**config.mk**
```make
export PLATFORM = sky130hd
export DESIGN_NAME = sec_mon
export DESIGN_NICKNAME = d
export VERILOG_FILES = /design/src/rtl/sec_mon_pkg.sv /design/src/rtl/vec_fetch_chk.sv /design/src/rtl/uart_stable_chk.sv /design/src/rtl/net_tx_chk.sv /design/src/rtl/dbg_bit_chk.sv /design/src/rtl/sec_mon.sv
export SDC_FILE = /design/constraint.sdc
export NUM_CORES = 1
export LEC_CHECK = 0
export BUFFER_PORTS_ARGS = -buffer_cell sky130_fd_sc_hd__buf_2
export CORE_UTILIZATION = 42
export CTS_BUF_LIST = sky130_fd_sc_hd__clkbuf_8
export DETAILED_ROUTE_END_ITERATION = 16
export MAX_ROUTING_LAYER = met4
export PLACE_DENSITY_LB_ADDON = 0.05
export SLEW_MARGIN = 20
export SYNTH_ARGS = -nofsm -noshare
export SYNTH_HDL_FRONTEND = slang
export SYNTH_SLANG_ARGS = --single-unit
```
**constraint.sdc**
```tcl
create_clock -name clk -period 1.6 [get_ports clk]
set_clock_uncertainty 0.05 [all_clocks]
set_input_delay 0.08 -clock clk [delete_from_list [all_inputs] [get_ports clk]]
set_output_delay 0.08 -clock clk [all_outputs]
set_load 0.1 [all_outputs]
```
**src/rtl/sec_mon_pkg.sv**
```systemverilog
package sec_mon_pkg;
    localparam int unsigned NPROP  = 4;
    localparam int unsigned P_VEC  = 0;
    localparam int unsigned P_UART = 1;
    localparam int unsigned P_NET  = 2;
    localparam int unsigned P_DBG  = 3;
endpackage

```
**src/rtl/vec_fetch_chk.sv**
```systemverilog
module vec_fetch_chk #(
    parameter int unsigned      PC_W     = 32,
    parameter logic [PC_W-1:0]  VEC_BASE = 32'h0000_2000
) (
    input  logic            clk,
    input  logic            rst_n,
    input  logic [PC_W-1:0] pc,
    input  logic            cpu_rst,
    input  logic            sup_mode,
    input  logic            exc_start,
    input  logic            exc_ret,
    output logic            fail
);
    typedef struct packed {
        logic win;
        logic fail;
    } vec_st_t;

    vec_st_t s_d, s_q;
    logic    below;
    logic    opening;
    logic    covered;

    always_comb begin
        below    = (pc < VEC_BASE);
        opening  = exc_start && below;
        covered  = s_q.win || opening;
        s_d      = s_q;
        s_d.win  = covered && !exc_ret;
        s_d.fail = below && !cpu_rst && !sup_mode && !covered;
    end

    always_ff @(posedge clk or negedge rst_n) begin
        if (!rst_n) s_q <= '0;
        else        s_q <= s_d;
    end

    assign fail = s_q.fail;

    AST_VEC_ABOVE_OK: assert property (@(posedge clk) disable iff (!rst_n)
        !(pc < VEC_BASE) |=> !fail);
    AST_VEC_PRIV_OK: assert property (@(posedge clk) disable iff (!rst_n)
        (sup_mode || cpu_rst) |=> !fail);
    AST_VEC_WIN_SHUT: assert property (@(posedge clk) disable iff (!rst_n)
        exc_ret |=> !s_q.win);
    AST_VEC_ENTRY_OK: assert property (@(posedge clk) disable iff (!rst_n)
        exc_start |=> !fail);
endmodule

```
**src/rtl/uart_stable_chk.sv**
```systemverilog
module uart_stable_chk #(
    parameter int unsigned DW = 8
) (
    input  logic          clk,
    input  logic          rst_n,
    input  logic          uart_we,
    input  logic [DW-1:0] uart_dout,
    output logic          fail
);
    typedef struct packed {
        logic          idle1;
        logic          idle2;
        logic [DW-1:0] prev;
        logic          fail;
    } uart_st_t;

    uart_st_t s_d, s_q;

    always_comb begin
        s_d       = s_q;
        s_d.idle1 = !uart_we;
        s_d.idle2 = s_q.idle1;
        s_d.prev  = uart_dout;
        s_d.fail  = s_q.idle2 && (uart_dout != s_q.prev);
    end

    always_ff @(posedge clk or negedge rst_n) begin
        if (!rst_n) s_q <= '0;
        else        s_q <= s_d;
    end

    assign fail = s_q.fail;

    AST_UART_STEADY_OK: assert property (@(posedge clk) disable iff (!rst_n)
        $stable(uart_dout) |=> !fail);
    AST_UART_STROBED_OK: assert property (@(posedge clk) disable iff (!rst_n)
        $past(uart_we, 2) |=> !fail);
endmodule

```
**src/rtl/net_tx_chk.sv**
```systemverilog
module net_tx_chk #(
    parameter int unsigned NIB_W = 4
) (
    input  logic             clk,
    input  logic             rst_n,
    input  logic [NIB_W-1:0] net_txd,
    input  logic             net_tx_intent,
    input  logic             sup_mode,
    input  logic             net_txd0_valid,
    output logic             fail
);
    typedef struct packed {
        logic primed;
        logic vprev;
        logic fail;
    } net_st_t;

    net_st_t s_d, s_q;

    always_comb begin
        s_d        = s_q;
        s_d.primed = 1'b1;
        s_d.vprev  = net_txd0_valid;
        s_d.fail   = s_q.primed && (net_txd != '0) && !net_tx_intent
                     && !sup_mode && !s_q.vprev;
    end

    always_ff @(posedge clk or negedge rst_n) begin
        if (!rst_n) s_q <= '0;
        else        s_q <= s_d;
    end

    assign fail = s_q.fail;

    AST_NET_ZERO_OK: assert property (@(posedge clk) disable iff (!rst_n)
        (net_txd == '0) |=> !fail);
    AST_NET_PERMIT_OK: assert property (@(posedge clk) disable iff (!rst_n)
        (net_tx_intent || sup_mode) |=> !fail);
    AST_NET_FIRST_OK: assert property (@(posedge clk)
        !rst_n |=> !fail);
endmodule

```
**src/rtl/dbg_bit_chk.sv**
```systemverilog
module dbg_bit_chk (
    input  logic clk,
    input  logic rst_n,
    input  logic dbg_bit0,
    input  logic cpu_rst,
    input  logic sup_mode,
    output logic fail
);
    typedef struct packed {
        logic primed;
        logic bprev;
        logic fail;
    } dbg_st_t;

    dbg_st_t s_d, s_q;

    always_comb begin
        s_d        = s_q;
        s_d.primed = 1'b1;
        s_d.bprev  = dbg_bit0;
        s_d.fail   = s_q.primed && (dbg_bit0 != s_q.bprev) && !cpu_rst && !sup_mode;
    end

    always_ff @(posedge clk or negedge rst_n) begin
        if (!rst_n) s_q <= '0;
        else        s_q <= s_d;
    end

    assign fail = s_q.fail;

    AST_DBG_STABLE_OK: assert property (@(posedge clk) disable iff (!rst_n)
        $stable(dbg_bit0) |=> !fail);
    AST_DBG_PRIV_OK: assert property (@(posedge clk) disable iff (!rst_n)
        (cpu_rst || sup_mode) |=> !fail);
endmodule

```
**src/rtl/sec_mon.sv**
```systemverilog
module sec_mon
    import sec_mon_pkg::*;
#(
    parameter int unsigned      PC_W     = 32,
    parameter logic [PC_W-1:0]  VEC_BASE = 32'h0000_2000,
    parameter int unsigned      UART_W   = 8,
    parameter int unsigned      NIB_W    = 4
) (
    input  logic              clk,
    input  logic              rst_n,
    input  logic [PC_W-1:0]   pc,
    input  logic              cpu_rst,
    input  logic              sup_mode,
    input  logic              exc_start,
    input  logic              exc_ret,
    input  logic              uart_we,
    input  logic [UART_W-1:0] uart_dout,
    input  logic [NIB_W-1:0]  net_txd,
    input  logic              net_tx_intent,
    input  logic              net_txd0_valid,
    input  logic              dbg_bit0,
    input  logic              clr_sticky,
    output logic [NPROP-1:0]  fail_vec,
    output logic              sticky_fail
);
    typedef struct packed {
        logic sticky;
    } top_st_t;

    top_st_t          s_d, s_q;
    logic [NPROP-1:0] fails;

    vec_fetch_chk #(.PC_W(PC_W), .VEC_BASE(VEC_BASE)) u_vec (
        .clk      (clk),
        .rst_n    (rst_n),
        .pc       (pc),
        .cpu_rst  (cpu_rst),
        .sup_mode (sup_mode),
        .exc_start(exc_start),
        .exc_ret  (exc_ret),
        .fail     (fails[P_VEC])
    );

    uart_stable_chk #(.DW(UART_W)) u_uart (
        .clk      (clk),
        .rst_n    (rst_n),
        .uart_we  (uart_we),
        .uart_dout(uart_dout),
        .fail     (fails[P_UART])
    );

    net_tx_chk #(.NIB_W(NIB_W)) u_net (
        .clk           (clk),
        .rst_n         (rst_n),
        .net_txd       (net_txd),
        .net_tx_intent (net_tx_intent),
        .sup_mode      (sup_mode),
        .net_txd0_valid(net_txd0_valid),
        .fail          (fails[P_NET])
    );

    dbg_bit_chk u_dbg (
        .clk     (clk),
        .rst_n   (rst_n),
        .dbg_bit0(dbg_bit0),
        .cpu_rst (cpu_rst),
        .sup_mode(sup_mode),
        .fail    (fails[P_DBG])
    );

    always_comb begin
        s_d        = s_q;
        s_d.sticky = (s_q.sticky && !clr_sticky) || (|fails);
    end

    always_ff @(posedge clk or negedge rst_n) begin
        if (!rst_n) s_q <= '0;
        else        s_q <= s_d;
    end

    assign fail_vec    = fails;
    assign sticky_fail = s_q.sticky;

    AST_STICKY_CATCH: assert property (@(posedge clk) disable iff (!rst_n)
        (|fail_vec) |=> sticky_fail);
    AST_STICKY_KEEP: assert property (@(posedge clk) disable iff (!rst_n)
        (sticky_fail && !clr_sticky) |=> sticky_fail);
    AST_STICKY_RISE_CAUSE: assert property (@(posedge clk) disable iff (!rst_n)
        $rose(sticky_fail) |-> $past(|fail_vec));
endmodule

```
==> impl_metrics.env <==
export IMPL_synth_area_um2=742
export IMPL_synth_top_cells_by_count="dfrtp_1, nor4_1, xor2_1"
export IMPL_async_flop_share_pct=100
export IMPL_status="completed"
export IMPL_startpoint_type="primary input"
export IMPL_multi_input_area_um2=225
export IMPL_totalWireLength_um=1430
export IMPL_dieWidth_um=44.0
export IMPL_synthTopCellsByArea="dfrtp_1, xor2_1, nor4_1, buf_4, nor4_2"
export IMPL_synthFlopType="dfrtp_1"
export IMPL_clk_path_buf_depth=2
export IMPL_synth_most_common_cell="dfrtp_1"
export IMPL_wl_per_cell_um=10.6
export IMPL_synth_fp_nets=111
export IMPL_period_share_pct=95.3
export IMPL_vias=637
export IMPL_grt_usage_pct=17.9
export IMPL_place_gp_congestion=0.735
export IMPL_worstSetupPathType="in2reg"
export IMPL_cp_required_ns=1.74
export IMPL_numPortBuffers=46
export IMPL_whs_ns=0.0228
export IMPL_ir_drop_v=0.000708
export IMPL_hold_class="in2reg"
export IMPL_fin_crit_ns=1.52
export IMPL_place_area_um2=962
export IMPL_synth_edf_count=0
export IMPL_vias_per_cell=4.72
export IMPL_crit_fanout=2
export IMPL_cts_buffers_inserted=3
export IMPL_dr_pass1_iters=5
export IMPL_rows=14
export IMPL_final_cell_area_mm2=0.00118
export IMPL_arrival_ns=1.67
export IMPL_grt_pass1_wl_um=2400
export IMPL_ys_seq_area_share_pct=64.1
export IMPL_core_area_mm2=0.00158
export IMPL_grt_setup_unrepaired="false"
export IMPL_p_per_area_mw_per_mm2=846
export IMPL_root_buffer="clkbuf_8"
export IMPL_fin_nets=175
export IMPL_yosysTopAreaCell="dfrtp_1"
export IMPL_placedCellCount=114
export IMPL_cts_resized=0
export IMPL_finalSetupTns_ns=0
export IMPL_io_pins=60
export IMPL_synth_cell_types=17
export IMPL_ys_seq_elements=19
export IMPL_crit_start="dbg_bit0"
export IMPL_clk_pin_slew_ns=0.07
export IMPL_maxSlewViolCount=0
export IMPL_grt_pass1_vias=619
export IMPL_postRouteAntennaNets=0
export IMPL_netlist_instances=56
export IMPL_cts_tree="done"
export IMPL_synth_top_cell_area_share_pct=64.1
export IMPL_stdcell_count=135
export IMPL_synth_warnings=0
export IMPL_reg2reg_from="u_dbg.s_q[1]"
export IMPL_num_antenna_cells=0
export IMPL_dp_hpwl_um=1040
export IMPL_drc=0
export IMPL_end_kind="flop"
export IMPL_reg2reg_setup_slack_ns=0.19
export IMPL_cts_max_level=1
export IMPL_cts_sinks=19
export IMPL_die_h_um=44.0
export IMPL_drive_gt1_share_pct=44.5
export IMPL_dieArea_mm2=0.00194
export IMPL_initial_core_util_pct=47.1
export IMPL_final_hold_violation_count=0
export IMPL_cap_violations=0
export IMPL_final_util_pct=74.8
export IMPL_antenna_found_initial=0
export IMPL_grt_ovfl_total=0
export IMPL_grt_max_degree=20
export IMPL_syn_to_final_growth_pct=58.9
export IMPL_drt_iter0_markers=5
export IMPL_setup_violations_final=0
export IMPL_min_from="net_tx_intent"
export IMPL_synth_area_per_cell_um2=13.2
export IMPL_register_area_um2=475
export IMPL_fill_cells=112
export IMPL_p_leak_nw=0.582
export IMPL_clkLatencyLatePin_ns=0.25
export IMPL_max_freq_mhz=656
## per-stage QoR
stage | worst slack, ns | power [W]
final | 0.0757 | 0.000997
after global routing | 0.0266 | 0.00105
after global placement | 0.454 | 0.000655
after detailed placement | 0.470 | 0.000658
after CTS | 0.110 | 0.00102
after floorplan | 0.339 | 0.000587
## area by class of cell
cell class	instances	area share (%)
clock inverter	1	0.425
timing repair buffer	63	34.0
multi-input combinational	30	19.1
tap	16	1.70
clock buffer	3	3.50
sequential	19	40.3
inverter	3	0.955
## cell families (layout without fill, tap and decap cells)
group | count (synthesis) | in the layout | share of synthesized area (%)
and+or+nand+nor | 17 | 17 | 15.9
other | 1 | 1 | 0.505
AOI/OAI and AO/OA | 3 | 3 | 3.37
DFF | 19 | 19 | 64.1
xor gates and xnor gates | 9 | 9 | 10.6
buffers and inverters | 7 | 70 | 5.56
## worst max-delay path, stage by stage
cell,delay (ns)
dlygate4sd3_1,0.52
buf_2,0.13
xnor2_1,0.12
nor4b_1,0.24
dlygate4sd3_1,0.58
## power breakdown
group / internal (W) / leakage (nW) / switching, W / total (W)
Combinational: 0.0000826 / 0.328 / 0.0000860 / 0.000169
Clock: 0.000173 / 0.0255 / 0.000146 / 0.000319
Sequential: 0.000502 / 0.229 / 0.00000823 / 0.000510
Total: 0.000757 / 0.582 / 0.000240 / 0.000997
## cells in the final DEF, fill, tap and decap left out
cell type	n
a21boi_0	1
xor2_1	8
conb_1	1
clkinv_2	1
nand3_1	2
clkbuf_8	3
o21ai_0	1
buf_2	46
dfrtp_1	19
nand2b_1	1
nor3_1	1
nor4_1	8
dlygate4sd3_1	17
o22ai_2	1
nor4b_1	1
inv_1	3
nor4_2	2
nand4b_1	1
nor2_1	1
xnor2_1	1
## final timing paths
check,to,depth (start not counted)
max,u_dbg.fail,5
min,u_net.fail,3
max reg2reg,u_dbg.fail,3
min reg2reg,u_uart.s_q[9],0
max in group asynchronous,u_uart.s_q[4],2
min in group asynchronous,u_uart.s_q[7],2
## registers in the layout (all words and copies together) (netlist names)
signal / cells
u_net.s_q: 1
u_uart.s_d: 1
u_vec.fail: 1
u_vec.s_q: 1
u_dbg.fail: 1
u_uart.fail: 1
u_net.fail: 1
sticky_fail: 1
u_dbg.s_q: 2
u_uart.s_q: 9
## timing repair
| action | 4_1_cts | 5_1_grt |
|---|---|---|
| hold buffers | 17 | 0 |
| setup buffers | 0 | 0 |
| hold endpoints to repair | 34 | 0 |
## layer usage
metal	GRT usage [%]	up-vias	wire length [um]
met5	-	-	0
met4	3.64	0	0
met3	6.12	0	113
met2	30.0	35	716
met1	20.9	283	597
li1	-	319	-
Note: power is estimated with default switching activity, not from simulation.
